[src/rtl/autostore_pkg.sv]
package autostore_pkg;

    typedef enum logic [1:0] {
        AS_IDLE  = 2'd0,
        AS_ARMED = 2'd1,
        AS_STORE = 2'd2,
        AS_SPENT = 2'd3
    } as_state_e;

    localparam int unsigned AS_NUM_FIELDS = 3;

endpackage

[src/rtl/as_addr_match.sv]
module as_addr_match #(
    parameter int unsigned FIELD_W    = 8,
    parameter int unsigned NUM_FIELDS = 3
) (
    input  logic [NUM_FIELDS*FIELD_W-1:0] cur_flat,
    input  logic [NUM_FIELDS*FIELD_W-1:0] start_flat,
    output logic                          hit
);

    logic [NUM_FIELDS-1:0] field_eq;

    for (genvar g = 0; g < NUM_FIELDS; g++) begin : g_field
        assign field_eq[g] = (cur_flat[g*FIELD_W +: FIELD_W] == start_flat[g*FIELD_W +: FIELD_W]);
    end

    assign hit = &field_eq;

endmodule

[src/rtl/as_block_counter.sv]
module as_block_counter #(
    parameter int unsigned CNT_W = 16
) (
    input  logic             clk,
    input  logic             rst_n,
    input  logic             load,
    input  logic [CNT_W-1:0] load_val,
    input  logic             dec,
    output logic             last
);

    localparam logic [CNT_W-1:0] ONE = CNT_W'(1);

    logic [CNT_W-1:0] cnt_d, cnt_q;

    always_comb begin
        cnt_d = cnt_q;
        if (load) begin
            cnt_d = load_val;
        end else if (dec) begin
            cnt_d = cnt_q - ONE;
        end
    end

    always_ff @(posedge clk or negedge rst_n) begin
        if (!rst_n) begin
            cnt_q <= '0;
        end else begin
            cnt_q <= cnt_d;
        end
    end

    assign last = (cnt_q == ONE);

    // a decrement is never requested from an empty counter
    assert_no_underflow_R6: assert property (@(posedge clk) disable iff (!rst_n)
        (dec && !load) |-> (cnt_q != '0));

endmodule

[src/rtl/addr_autostore.sv]
module addr_autostore
    import autostore_pkg::*;
#(
    parameter int unsigned FIELD_W = 8,
    parameter int unsigned CNT_W   = 16
) (
    input  logic               clk,
    input  logic               rst_n,
    input  logic               en,
    input  logic               addr_valid,
    input  logic               addr_err,
    input  logic [FIELD_W-1:0] cur_min,
    input  logic [FIELD_W-1:0] cur_sec,
    input  logic [FIELD_W-1:0] cur_frm,
    input  logic [FIELD_W-1:0] start_min,
    input  logic [FIELD_W-1:0] start_sec,
    input  logic [FIELD_W-1:0] start_frm,
    input  logic [CNT_W-1:0]   stop_cnt_load,
    output logic               store_active,
    output logic               store_done
);

    localparam int unsigned ADDR_W = AS_NUM_FIELDS * FIELD_W;

    typedef struct packed {
        as_state_e state;
        logic      done;
    } ctl_t;

    ctl_t ctl_d, ctl_q;

    logic              addr_hit;
    logic              start_hit;
    logic              load_zero;
    logic              cnt_load;
    logic              cnt_dec;
    logic              cnt_last;
    logic [ADDR_W-1:0] cur_flat;
    logic [ADDR_W-1:0] start_flat;

    assign cur_flat   = {cur_min, cur_sec, cur_frm};
    assign start_flat = {start_min, start_sec, start_frm};

    as_addr_match #(
        .FIELD_W    (FIELD_W),
        .NUM_FIELDS (AS_NUM_FIELDS)
    ) match_i (
        .cur_flat   (cur_flat),
        .start_flat (start_flat),
        .hit        (addr_hit)
    );

    as_block_counter #(
        .CNT_W (CNT_W)
    ) count_i (
        .clk      (clk),
        .rst_n    (rst_n),
        .load     (cnt_load),
        .load_val (stop_cnt_load),
        .dec      (cnt_dec),
        .last     (cnt_last)
    );

    assign start_hit = addr_valid && !addr_err && addr_hit;
    assign load_zero = (stop_cnt_load == '0);

    always_comb begin
        ctl_d      = ctl_q;
        ctl_d.done = 1'b0;
        cnt_load   = 1'b0;
        cnt_dec    = 1'b0;
        unique case (ctl_q.state)
            AS_IDLE: begin
                if (en) ctl_d.state = AS_ARMED;
            end
            AS_ARMED: begin
                if (!en) begin
                    ctl_d.state = AS_IDLE;
                end else if (start_hit) begin
                    if (load_zero) begin
                        ctl_d.state = AS_SPENT;
                        ctl_d.done  = 1'b1;
                    end else begin
                        ctl_d.state = AS_STORE;
                        cnt_load    = 1'b1;
                    end
                end
            end
            AS_STORE: begin
                if (!en) begin
                    ctl_d.state = AS_IDLE;
                end else if (addr_valid) begin
                    cnt_dec = 1'b1;
                    if (cnt_last) begin
                        ctl_d.state = AS_SPENT;
                        ctl_d.done  = 1'b1;
                    end
                end
            end
            AS_SPENT: begin
                if (!en) ctl_d.state = AS_IDLE;
            end
            default: ctl_d.state = AS_IDLE;
        endcase
    end

    always_ff @(posedge clk or negedge rst_n) begin
        if (!rst_n) begin
            ctl_q <= '{state: AS_IDLE, done: 1'b0};
        end else begin
            ctl_q <= ctl_d;
        end
    end

    assign store_active = (ctl_q.state == AS_STORE);
    assign store_done   = ctl_q.done;

    // the done pulse lasts exactly one cycle
    assert_done_single_R6: assert property (@(posedge clk) disable iff (!rst_n)
        store_done |=> !store_done);

    // done never coincides with an active capture
    assert_done_not_active_R6: assert property (@(posedge clk) disable iff (!rst_n)
        store_done |-> !store_active);

    // a low enable clears activity and suppresses done in the next cycle
    assert_disable_idle_R9: assert property (@(posedge clk) disable iff (!rst_n)
        !en |=> (!store_active && !store_done));

    // an erroneous strobe seen while armed cannot start a capture
    assert_err_no_start_R4: assert property (@(posedge clk) disable iff (!rst_n)
        (ctl_q.state == AS_ARMED && addr_valid && addr_err) |=> (!store_active && !store_done));

    // after completion nothing restarts while enable stays high
    assert_spent_lockout_R10: assert property (@(posedge clk) disable iff (!rst_n)
        (ctl_q.state == AS_SPENT) |=> (!store_active && !store_done));

    // idle never jumps straight into storing
    assert_idle_no_start_R11: assert property (@(posedge clk) disable iff (!rst_n)
        (ctl_q.state == AS_IDLE) |=> !store_active);

endmodule

[config.mk]
export PLATFORM = sky130hd
export DESIGN_NAME = addr_autostore
export DESIGN_NICKNAME = d
export VERILOG_FILES = /design/src/rtl/autostore_pkg.sv /design/src/rtl/as_addr_match.sv /design/src/rtl/as_block_counter.sv /design/src/rtl/addr_autostore.sv
export SDC_FILE = /design/constraint.sdc
export NUM_CORES = 1
export LEC_CHECK = 0
export BUFFER_PORTS_ARGS = -buffer_cell sky130_fd_sc_hd__buf_2
export CORE_MARGIN = 2
export CORE_UTILIZATION = 40
export CTS_BUF_LIST = sky130_fd_sc_hd__clkbuf_4 sky130_fd_sc_hd__clkbuf_8
export DETAILED_ROUTE_END_ITERATION = 10
export PLACE_DENSITY = 0.75
export SLEW_MARGIN = 20
export SYNTH_ARGS = -nofsm -noshare
export SYNTH_HDL_FRONTEND = slang
export SYNTH_SLANG_ARGS = --single-unit
export TNS_END_PERCENT = 5
[constraint.sdc]
create_clock -name clk -period 2.57 [get_ports clk]
set_input_delay 0.3855 -clock clk [delete_from_list [all_inputs] [get_ports clk]]
set_output_delay 0.3855 -clock clk [all_outputs]
set_load 0.1 [all_outputs]
; ---- After elaboration in Yosys (flattened, before gate mapping)
; Index checks and enable logic that the tools add are counted.
[word_totals]
register_bits = 19
latch_bits = 0
ram_bits = 0
rom_bits = 0
n_memories = 0
[op_classes]
addsub = 1
multipliers = 0
div = 0
order_cmp = 0
n_eq_ne = 12
shifts = 0
n_mux = 22
bitwise_logic = 0
n_reduce_logical = 8
[op_table]
columns = operator, count
row1 = two-way mux 16 bit, 2
row2 = == test 8 bit, 3
row3 = "== test 16 x 1 -> 1 bit, second input constant", 1
row4 = logical NOT 16 bit, 1
row5 = "subtractor 16 x 1 -> 16 bit, second input constant", 1
row6 = two-way mux 1 bit, 11
row7 = two-way mux 3 bit, 3
row8 = two-way mux 2 bit, 4
row9 = case mux 2 bit (4 select lines), 1
row10 = "inequality test 3 bit, second input constant", 2
row11 = AND reduction 5 bit, 1
row12 = "== test 2 bit, second input constant", 2
row13 = "inequality test 2 bit, second input constant", 2
row14 = "inequality test 3 x 2 -> 1 bit, second input constant", 1
row15 = AND reduction 3 bit, 1
row16 = "== test 2 x 1 -> 1 bit, second input constant", 1
row17 = logical AND 1 bit, 2
row18 = logical NOT 2 bit, 1
row19 = case mux 1 bit (2 select lines), 1
row20 = nonzero test 2 bit, 1
row21 = logical NOT 1 bit, 1

; ---- Longest topological paths before layout
; Gate-level depths: netlist of the first run.
[logic_depth]
word_depth = 7
mapped_depth = 8
ltp_nobuf = 8

; ---- Modules after synthesis
; From an unflattened synthesis of the first run, not the netlist that was laid out.
[unflattened]
hier_cells = 164
area_unflattened_um2 = 1486.4
[by_module_without_submodules]
columns = module, instances, cells_per_inst, area_each_um2, seq_area_each_um2
row1 = as_block_counter, 1, 101, 920.9, 400.4
row2 = addr_autostore, 1, 31, 301.5, 75.1
row3 = as_addr_match, 1, 32, 264.0, 0.0

; ---- Worst setup path before layout of the first run
; No wires, ideal clock.
[synth_path]
path_kind = reg2reg
start = reg ctl_q[1] (netlist bit)
end = reg count_i.cnt_q[9]
arrival_ps = 2645
path_slack_ps = -200
path_stages_with_launch = 9
synth_period_minus_slack_ps = 2770
cell_sequence = dfrtp_1 -> inv_1 -> ha_1 -> nand3_1 -> nor3_1 -> nand2_1 -> nor4_1 -> xor2_1 -> mux2_4
[synth_between]
elab_chain_cells = 3
[synth_lines]
columns = item, line_no
row1 = "start, declared", addr_autostore.sv:30  ; ctl_t ctl_d, ctl_q;
row2 = "start signal, assigned", addr_autostore.sv:109  ; ctl_q <= '{state: AS_IDLE, done: 1'b0};
row3 = "start signal, assigned", addr_autostore.sv:111  ; ctl_q <= ctl_d;
row4 = == test 2 bit, -
row5 = named net store_active, addr_autostore.sv:19  ; output logic store_active,
row6 = two-way mux 1 bit, addr_autostore.sv:72  ; unique case (ctl_q.state)
row7 = nonzero test 2 bit (no line), -
row8 = "end signal, assigned", as_block_counter.sv:29  ; cnt_q <= cnt_d;
row9 = "end, declared", as_block_counter.sv:14  ; logic [CNT_W-1:0] cnt_d, cnt_q;
; The timed path passes the listed nets, and every way through them passes these cells.
; A chain may end at the register's enable or synchronous reset.

; ---- Final worst setup path of the first run
[layout_path]
start = reg ctl_q[1] (netlist bit)
end = reg count_i.cnt_q[9]
[layout_between]
elab_chain_cells = 3
[layout_lines]
columns = item, line_no
row1 = == test 2 x 1 -> 1 bit or == test 2 bit (tied branches), addr_autostore.sv:72
row2 = two-way mux 1 bit, addr_autostore.sv:72
row3 = two-way mux 16 bit or nonzero test 2 bit (tied branches), -
; Several ways; a longest one is shown, not always the timed one.

==> report_table.html, run 1 <==
<table>
<tr><th>Metric</th><th>Value</th></tr>
<tr><th colspan="2">Logic synthesis</th></tr>
<tr><td>Count of flip-flops with a built-in enable after synthesis</td><td>0</td></tr>
<tr><td>Most used flip-flop cell after synthesis</td><td>sky130_fd_sc_hd__dfrtp_1</td></tr>
<tr><td>Post-synth top cells</td><td>28 x sky130_fd_sc_hd__xnor2_1, 19 x sky130_fd_sc_hd__dfrtp_1, 10 x sky130_fd_sc_hd__inv_1, 10 x sky130_fd_sc_hd__nand2_1, 10 x sky130_fd_sc_hd__xor2_1</td></tr>
<tr><td>Synth top area cells</td><td>sky130_fd_sc_hd__dfrtp_1 31%, sky130_fd_sc_hd__xnor2_1 16%, sky130_fd_sc_hd__mux2_4 8.9%, sky130_fd_sc_hd__mux2_2 5.9%, sky130_fd_sc_hd__ha_1 5.7%</td></tr>
<tr><td>Seq cells post-synth</td><td>19</td></tr>
<tr><td>Sequential share of the synthesized area</td><td>31.17%</td></tr>
<tr><td>Yosys Warn Count</td><td>0</td></tr>
<tr><td>Total nets after synthesis</td><td>229</td></tr>
<tr><td>Cell area after synthesis</td><td>1525 sq um</td></tr>
<tr><td>Leading area contributor after synthesis</td><td>sky130_fd_sc_hd__dfrtp_1</td></tr>
<tr><td>Post-synthesis area per instance</td><td>9.969 sq um</td></tr>
<tr><td>Top-count cell post-synth</td><td>sky130_fd_sc_hd__xnor2_1</td></tr>
<tr><td>Synth async-reset ratio</td><td>100.0%</td></tr>
<tr><td>Synth top area share</td><td>31.17%</td></tr>
<tr><td>Post-synthesis cell type count</td><td>28</td></tr>
<tr><td>Synth Instances</td><td>153</td></tr>
<tr><th colspan="2">Finish</th></tr>
<tr><td>Cell Count, Final, Fillers Out</td><td>275</td></tr>
<tr><td>Post-route cell area</td><td>1974 sq um</td></tr>
<tr><td>FILL cells</td><td>335</td></tr>
<tr><td>Area overhead of the layout relative to synthesis</td><td>29.45%</td></tr>
<tr><td>Number of inserted diodes</td><td>0</td></tr>
<tr><td>Fraction of layout cells with a size suffix above 1</td><td>41.85%</td></tr>
<tr><td>Final standard cell utilization of the core</td><td>53.93%</td></tr>
<tr><td>Final nets</td><td>304</td></tr>
<tr><th colspan="2">Worst hold path</th></tr>
<tr><td>Hold crit path type</td><td>input port to async pin</td></tr>
<tr><th colspan="2">Power</th></tr>
<tr><td>Sw Ratio</td><td>26.48%</td></tr>
<tr><td>Seq pwr share</td><td>43.9%</td></tr>
<tr><td>Total net switching power</td><td>0.1907 mW</td></tr>
<tr><td>Cell-internal power</td><td>0.5295 mW</td></tr>
<tr><td>PnR Total Power</td><td>0.7203 mW</td></tr>
<tr><td>Max rail drop VDD</td><td>0.1925 mV</td></tr>
<tr><td>Power per Cell Area</td><td>364.8 nW/um^2</td></tr>
<tr><td>Leakage power figure</td><td>1.020 nW</td></tr>
<tr><td>Combinational power share</td><td>25.8%</td></tr>
<tr><td>Share of power burned in the clock network</td><td>30.3%</td></tr>
<tr><th colspan="2">Route</th></tr>
<tr><td>Via count normalized by instance count</td><td>4.876</td></tr>
<tr><td>Avg WL per Cell</td><td>12.48 um</td></tr>
<tr><td>Detailed-route DRC error count</td><td>0</td></tr>
<tr><td>Overall routed net length</td><td>3432 um</td></tr>
<tr><td>Detailed-routing iteration count for the pre-antenna-repair pass</td><td>4</td></tr>
<tr><td>Number of DRC violations after detailed-routing iteration 0</td><td>47</td></tr>
<tr><td>Via count</td><td>1341</td></tr>
<tr><td>Antenna Nets Post-Route</td><td>0</td></tr>
<tr><th colspan="2">Clock network</th></tr>
<tr><td>CTS hold repair buffers</td><td>0</td></tr>
<tr><td>Max Buffers Root-to-Sink</td><td>2</td></tr>
<tr><td>Resized cells post-CTS</td><td>0</td></tr>
<tr><td>Inserted Clock Buffers</td><td>3</td></tr>
<tr><td>Clock transition at path regs</td><td>0.07 ns</td></tr>
<tr><td>CTS tree</td><td>yes</td></tr>
<tr><td>Setup Buffers After CTS</td><td>0</td></tr>
<tr><td>CTS Sinks</td><td>19</td></tr>
<tr><td>Later-pin clock latency in the skew report</td><td>0.26 ns</td></tr>
<tr><td>Clock root cell</td><td>sky130_fd_sc_hd__clkbuf_8</td></tr>
<tr><td>Number of H-tree branching levels</td><td>1</td></tr>
<tr><th colspan="2">Placed design</th></tr>
<tr><td>Gp weighted congestion</td><td>0.8527</td></tr>
<tr><td>Total of buffers placed on input and output ports</td><td>70</td></tr>
<tr><td>Detailed Place HPWL</td><td>2839 um</td></tr>
<tr><td>Placed instance count</td><td>271</td></tr>
<tr><td>Dpl ws</td><td>0.1562 ns</td></tr>
<tr><td>Instance area at placement</td><td>1926 sq um</td></tr>
<tr><th colspan="2">Global routing</th></tr>
<tr><td>Most used routing layer in global routing</td><td>met2</td></tr>
<tr><td>Initial antenna violation count</td><td>0</td></tr>
<tr><td>Overall routing resource usage</td><td>18.60%</td></tr>
<tr><td>Number of global-route vias before repair</td><td>1382</td></tr>
<tr><td>Overall overflow remaining after global route</td><td>0</td></tr>
<tr><td>Wire length of the first global-routing pass</td><td>6161 um</td></tr>
<tr><td>Met3 Resource Use GR</td><td>5.308%</td></tr>
<tr><td>Met1 routing resource usage after global routing</td><td>23.80%</td></tr>
<tr><td>Maximum number of pins on one net before global-route repair</td><td>20</td></tr>
<tr><td>Met2 track demand over resource</td><td>30.81%</td></tr>
<tr><th colspan="2">Floorplan</th></tr>
<tr><td>Initial cell density of the core</td><td>41.66%</td></tr>
<tr><td>Vert. Die Dim</td><td>65.75 um</td></tr>
<tr><td>Core Box Area</td><td>3661 sq um</td></tr>
<tr><td># IOs</td><td>71</td></tr>
<tr><td>Floorplan die area</td><td>4323 sq um</td></tr>
<tr><td>Number of rows created at floorplan</td><td>22</td></tr>
<tr><td>Die extent in x</td><td>65.75 um</td></tr>
<tr><th colspan="2">Timing</th></tr>
<tr><td>Min Tclk post-route</td><td>2.170 ns</td></tr>
<tr><td>Maximum clock frequency</td><td>460.9 MHz</td></tr>
<tr><td>Post-route fraction of the period consumed by the critical path</td><td>84.43%</td></tr>
<tr><td>Headroom to the max-slew limit</td><td>62.16%</td></tr>
<tr><td>Final worst hold slack</td><td>0.06023 ns</td></tr>
<tr><td>Clk_skew</td><td>0.003656 ns</td></tr>
<tr><td>Setup repair after global routing missed its margin</td><td>no</td></tr>
<tr><td>Final worst-path setup slack</td><td>0.4003 ns</td></tr>
<tr><td>Worst Max-Slew Pin Slew</td><td>0.5624 ns</td></tr>
<tr><td>Final total negative setup slack</td><td>0 ns</td></tr>
<tr><td>Final setup viols</td><td>0</td></tr>
<tr><td>Max-slew violations</td><td>0</td></tr>
<tr><td>Final hold violation count</td><td>0</td></tr>
<tr><th colspan="2">Setup path</th></tr>
<tr><td>Kind of launch point of the worst setup path</td><td>flip-flop</td></tr>
<tr><td>CP required</td><td>2.71 ns</td></tr>
<tr><td>Worst EP arrival</td><td>2.31 ns</td></tr>
<tr><td>Critical Path Fanout Max</td><td>7</td></tr>
<tr><td>Setup slack of the worst register-to-register path</td><td>0.40 ns</td></tr>
<tr><td>Capturing point of the worst reg2reg path</td><td>count_i.cnt_q[9]$_DFFE_PN0P_</td></tr>
<tr><td>Critical path startpoint</td><td>ctl_q[1]$_DFFE_PN0P_</td></tr>
<tr><td>Reg-to-reg startpoint</td><td>ctl_q[1]$_DFFE_PN0P_</td></tr>
<tr><td>Type of destination of the critical path</td><td>flip-flop</td></tr>
<tr><td>Critical path class</td><td>flip-flop to flip-flop</td></tr>
<tr><td>Number of cells traversed by the worst register-to-register path</td><td>8</td></tr>
<tr><td>Worst setup path end</td><td>count_i.cnt_q[9]$_DFFE_PN0P_</td></tr>
<tr><th colspan="2">Status</th></tr>
<tr><td>Status</td><td>finished clean</td></tr>
<tr><th colspan="2">Run</th></tr>
<tr><td>Max-cap check violation count</td><td>0</td></tr>
</table>
==> power by group through the flow <==
stage | registers [mW] | clock network (mW) | logic (mW)
2_1_floorplan | 0.320 | 0 | 0.0985
3_3_place_gp | 0.321 | 0 | 0.182
3_5_place_dp | 0.322 | 0 | 0.184
4_1_cts | 0.316 | 0.225 | 0.184
5_1_grt | 0.317 | 0.247 | 0.207
6_report | 0.316 | 0.219 | 0.186
==> logic make-up (layout without fill, tap and decap cells) <==
family | after synthesis | count (layout) | synth area share (%)
AND/OR/NAND/NOR | 50 | 50 | 17.55
flip-flops | 19 | 19 | 31.17
buffers and inverters | 12 | 86 | 4.266
AO/OA/AOI/OAI | 9 | 9 | 4.020
multiplexers | 18 | 18 | 15.42
adder cells (fa/ha/maj) | 7 | 7 | 5.742
XOR/XNOR | 38 | 38 | 21.82
==> critical path: stages (launching register included) <==
cell,delay (ns)
sky130_fd_sc_hd__dfrtp_1,0.41
sky130_fd_sc_hd__inv_1,0.12
sky130_fd_sc_hd__ha_2,0.25
sky130_fd_sc_hd__nand3_1,0.19
sky130_fd_sc_hd__nor3_1,0.24
sky130_fd_sc_hd__nand2_1,0.19
sky130_fd_sc_hd__nor4_1,0.28
sky130_fd_sc_hd__xor2_1,0.11
sky130_fd_sc_hd__mux2_4,0.27
==> cell type report <==
cell class                 instances  area (sq um)  share of cell area, %
sequential                        19         475.5                  24.08
clock buffer                       4         48.80                  2.471
multi-input combinational        122         987.2                  50.00
timing repair buffer              72         365.4                  18.50
inverter                          10         37.54                  1.901
tap                               48         60.06                  3.042
==> metal layers <==
layer	vias to the layer above	routed length, um
li1	686	-
met1	633	1569
met2	17	1696
met3	5	136
met4	0	29
met5	-	0
==> cell usage in the layout, fill, tap and decap left out, types with 2 or more instances in the layout <==
cell | netlist | final
sky130_fd_sc_hd__inv_1 | 10 | 10
sky130_fd_sc_hd__xor2_1 | 10 | 10
sky130_fd_sc_hd__nor4_1 | 9 | 9
sky130_fd_sc_hd__nand2_1 | 10 | 10
sky130_fd_sc_hd__nand3_1 | 3 | 3
sky130_fd_sc_hd__dfrtp_1 | 19 | 19
sky130_fd_sc_hd__buf_4 | 1 | 2
sky130_fd_sc_hd__nand4_1 | 7 | 7
sky130_fd_sc_hd__ha_1 | 7 | 6
sky130_fd_sc_hd__a21oi_1 | 2 | 2
sky130_fd_sc_hd__buf_2 | 0 | 70
sky130_fd_sc_hd__mux2_4 | 9 | 9
sky130_fd_sc_hd__nor2_1 | 6 | 6
sky130_fd_sc_hd__clkbuf_8 | 0 | 3
sky130_fd_sc_hd__mux2_2 | 8 | 8
sky130_fd_sc_hd__nor2b_1 | 2 | 2
sky130_fd_sc_hd__xnor2_1 | 28 | 28
sky130_fd_sc_hd__o21ai_0 | 2 | 2
sky130_fd_sc_hd__nor3_1 | 9 | 9
==> flip-flops by register name, indices dropped and copies added, names as in the netlist <==
| name | flops |
|---|---|
| count_i.cnt_q | 16 |
| store_done | 1 |
| ctl_q | 2 |
==> worst min path at each step <==
stage               startpoint  slack [ns]  cells after the start                      endpoint
global route             rst_n        0.08                      1          ctl_q[2]$_DFFE_PN0P_
detailed placement       rst_n        0.36                      1  count_i.cnt_q[2]$_DFFE_PN0P_
finish                   rst_n        0.06                      1  count_i.cnt_q[2]$_DFFE_PN0P_
CTS                      rst_n        0.07                      1  count_i.cnt_q[2]$_DFFE_PN0P_
floorplan                rst_n        0.09                      0  count_i.cnt_q[0]$_DFFE_PN0P_
global placement         rst_n        0.35                      1  count_i.cnt_q[2]$_DFFE_PN0P_
No activity file was read; power rests on OpenSTA's default activity.
==> inputs of run 2 (changes only) <==
- clock period: 2.57 -> 2.16 ns (I/O delays scaled with it)
==> report_table.html, run 2 (synthesized netlist as in run 1, its figures left out) <==
<table>
<tr><th>Metric</th><th>Value</th></tr>
<tr><th colspan="2">Global routing</th></tr>
<tr><td>Number of global-route vias before repair</td><td>1471</td></tr>
<tr><td>Overall routing resource usage</td><td>17.95%</td></tr>
<tr><td>Initial antenna violation count</td><td>0</td></tr>
<tr><td>Overall overflow remaining after global route</td><td>0</td></tr>
<tr><td>Maximum number of pins on one net before global-route repair</td><td>20</td></tr>
<tr><td>Wire length of the first global-routing pass</td><td>6099 um</td></tr>
<tr><th colspan="2">Finish</th></tr>
<tr><td>Fraction of layout cells with a size suffix above 1</td><td>43.59%</td></tr>
<tr><td>Largest Register</td><td>count_i.cnt_q</td></tr>
<tr><td>Number of inserted diodes</td><td>0</td></tr>
<tr><td>Commonest non-fill, non-tap cells in the layout</td><td>70 x sky130_fd_sc_hd__buf_2, 28 x sky130_fd_sc_hd__xnor2_1, 19 x sky130_fd_sc_hd__dfrtp_1</td></tr>
<tr><td>Area overhead of the layout relative to synthesis</td><td>33.39%</td></tr>
<tr><td>Final nets</td><td>311</td></tr>
<tr><td>Most common library cell in the layout ignoring fill and taps</td><td>sky130_fd_sc_hd__buf_2</td></tr>
<tr><td>Final standard cell utilization of the core</td><td>55.57%</td></tr>
<tr><td>Flip-flop count of the largest register, all copies and words added</td><td>16</td></tr>
<tr><th colspan="2">Power</th></tr>
<tr><td>Cell-internal power</td><td>0.6151 mW</td></tr>
<tr><td>Combinational power share</td><td>26.2%</td></tr>
<tr><td>PnR Total Power</td><td>0.8413 mW</td></tr>
<tr><td>Power per Cell Area</td><td>413.5 nW/um^2</td></tr>
<tr><td>Total net switching power</td><td>0.2262 mW</td></tr>
<tr><td>Leakage power figure</td><td>1.052 nW</td></tr>
<tr><td>Max rail drop VDD</td><td>0.2901 mV</td></tr>
<tr><td>Share of power burned in the clock network</td><td>29.1%</td></tr>
<tr><td>Seq pwr share</td><td>44.7%</td></tr>
<tr><td>Sw Ratio</td><td>26.89%</td></tr>
<tr><th colspan="2">Run</th></tr>
<tr><td>Max-cap check violation count</td><td>0</td></tr>
<tr><th colspan="2">Clock network</th></tr>
<tr><td>Later-pin clock latency in the skew report</td><td>0.25 ns</td></tr>
<tr><td>Clock root cell</td><td>sky130_fd_sc_hd__clkbuf_8</td></tr>
<tr><td>Number of H-tree branching levels</td><td>1</td></tr>
<tr><td>CTS hold repair buffers</td><td>0</td></tr>
<tr><td>Max Buffers Root-to-Sink</td><td>2</td></tr>
<tr><td>Resized cells post-CTS</td><td>0</td></tr>
<tr><td>CTS tree</td><td>yes</td></tr>
<tr><td>CTS Sinks</td><td>19</td></tr>
<tr><td>Setup Buffers After CTS</td><td>0</td></tr>
<tr><td>Inserted Clock Buffers</td><td>3</td></tr>
<tr><td>Clock transition at path regs</td><td>0.07 ns</td></tr>
<tr><th colspan="2">Floorplan</th></tr>
<tr><td>Number of rows created at floorplan</td><td>22</td></tr>
<tr><td>Floorplan die area</td><td>4323 sq um</td></tr>
<tr><td>Vert. Die Dim</td><td>65.75 um</td></tr>
<tr><td>Core Box Area</td><td>3661 sq um</td></tr>
<tr><td>Die extent in x</td><td>65.75 um</td></tr>
<tr><td># IOs</td><td>71</td></tr>
<tr><td>Initial cell density of the core</td><td>41.66%</td></tr>
<tr><th colspan="2">Route</th></tr>
<tr><td>Avg WL per Cell</td><td>12.40 um</td></tr>
<tr><td>Detailed-routing iteration count for the pre-antenna-repair pass</td><td>4</td></tr>
<tr><td>Via count</td><td>1373</td></tr>
<tr><td>Antenna Nets Post-Route</td><td>0</td></tr>
<tr><td>Detailed-route DRC error count</td><td>0</td></tr>
<tr><td>Via count normalized by instance count</td><td>4.869</td></tr>
<tr><td>Number of DRC violations after detailed-routing iteration 0</td><td>72</td></tr>
<tr><td>Overall routed net length</td><td>3496 um</td></tr>
<tr><th colspan="2">Setup path</th></tr>
<tr><td>CP required</td><td>2.30 ns</td></tr>
<tr><td>Critical Path Fanout Max</td><td>9</td></tr>
<tr><td>Library cell contributing the largest single delay on the critical path</td><td>sky130_fd_sc_hd__a2111o_1</td></tr>
<tr><td>Delay contributed by the slowest stage of the critical path</td><td>0.39 ns</td></tr>
<tr><td>Worst EP arrival</td><td>2.21 ns</td></tr>
<tr><td>Buf/Inv on CP</td><td>2</td></tr>
<tr><td>Kind of launch point of the worst setup path</td><td>input port</td></tr>
<tr><td>Critical path class</td><td>input port to flip-flop</td></tr>
<tr><td>Type of destination of the critical path</td><td>flip-flop</td></tr>
<tr><td>Top Family by Delay on Critical Path</td><td>simple AND/OR/NAND/NOR gates</td></tr>
<tr><td>List of cells traversed by the critical path</td><td>buf_2 -&gt; xor2_1 -&gt; a2111o_1 -&gt; nor4_2 -&gt; nand4_1 -&gt; nor2b_1 -&gt; buf_4 -&gt; mux2_2</td></tr>
<tr><th colspan="2">Timing</th></tr>
<tr><td>Worst Max-Slew Pin Slew</td><td>0.4898 ns</td></tr>
<tr><td>Clk_skew</td><td>0.002097 ns</td></tr>
<tr><td>Final total negative setup slack</td><td>0 ns</td></tr>
<tr><td>Final setup viols</td><td>0</td></tr>
<tr><td>Maximum clock frequency</td><td>483.1 MHz</td></tr>
<tr><td>Final worst hold slack</td><td>-0.005479 ns</td></tr>
<tr><td>Max-slew violations</td><td>0</td></tr>
<tr><td>Post-route fraction of the period consumed by the critical path</td><td>95.83%</td></tr>
<tr><td>Setup repair after global routing missed its margin</td><td>yes</td></tr>
<tr><td>Final hold violation count</td><td>11</td></tr>
<tr><td>Headroom to the max-slew limit</td><td>67.57%</td></tr>
<tr><td>Min Tclk post-route</td><td>2.070 ns</td></tr>
<tr><th colspan="2">Status</th></tr>
<tr><td>Failing checks</td><td>hold timing</td></tr>
<tr><td>Status</td><td>complete, but fails checks</td></tr>
<tr><th colspan="2">Placed design</th></tr>
<tr><td>Gp weighted congestion</td><td>0.7725</td></tr>
<tr><td>Total of buffers placed on input and output ports</td><td>70</td></tr>
<tr><td>Detailed Place HPWL</td><td>2961 um</td></tr>
<tr><th colspan="2">Worst hold path</th></tr>
<tr><td>Hold crit path type</td><td>input port to async pin</td></tr>
</table>
## run 2: cell types whose count changed in the layout (fill, tap and decap cells not counted)
| cell | delta |
|---|---|
| sky130_fd_sc_hd__clkinv_2 | +1 |
| sky130_fd_sc_hd__clkbuf_4 | -1 |
| sky130_fd_sc_hd__ha_2 | -1 |
| sky130_fd_sc_hd__ha_4 | +1 |
| sky130_fd_sc_hd__buf_4 | +7 |
## run 2: per-layer routing
metal,vias up,part of all wire (%),global-route usage (%)
met5,-,0,0
met4,0,0.72,3.646
li1,698,-,-
met3,4,4.8,5.137
met1,646,44,21.46
met2,25,51,31.82
## run 2: through the flow
step           hold slack [ns]  cell area (sq um)  worst slack (ns)  instances
5_1_grt                0.02385               2034          -0.01513        282
6_report             -0.005479               2034           0.09008        282
4_1_cts               0.007952               2034           0.08761        282
3_3_place_gp            0.2829               1988           -0.1202        278
2_1_floorplan          0.02841               1538          0.008421        153
3_5_place_dp            0.2880               1988           -0.1744        278
## run 2: power by group through the flow
stage               clock (mW)  combinational [mW]  sequential (mW)
global route             0.269               0.256            0.377
global placement             0               0.220            0.382
finish                   0.245               0.220            0.376
floorplan                    0               0.121            0.381
detailed placement           0               0.222            0.383
CTS                      0.251               0.223            0.377
## run 2: cell type report
| class | count | area, sq um |
|---|---|---|
| Timing Repair Buffer | 79 | 417.9 |
| Clock buffer | 3 | 41.29 |
| Clock inverter | 1 | 5.005 |
| Fill cell | 334 | 1627 |
| Sequential cell | 19 | 475.5 |
| Tap cell | 48 | 60.06 |
| Inverter | 10 | 37.54 |
| Multi-Input combinational cell | 122 | 997.2 |
## run 2: final timing paths
check	cells past startpoint	endpoint	start	slack, ns
max in group asynchronous	1	count_i.cnt_q[15]$_DFFE_PN0P_	rst_n	1.87
max	8	count_i.cnt_q[13]$_DFFE_PN0P_	start_sec[5]	0.09
min reg2reg	1	ctl_q[1]$_DFFE_PN0P_	ctl_q[1]$_DFFE_PN0P_	0.59
min	1	store_done$_DFF_PN0_	rst_n	-0.005
max reg2reg	8	count_i.cnt_q[9]$_DFFE_PN0P_	ctl_q[1]$_DFFE_PN0P_	0.12
min in group clk	2	count_i.cnt_q[8]$_DFFE_PN0P_	stop_cnt_load[8]	0.31
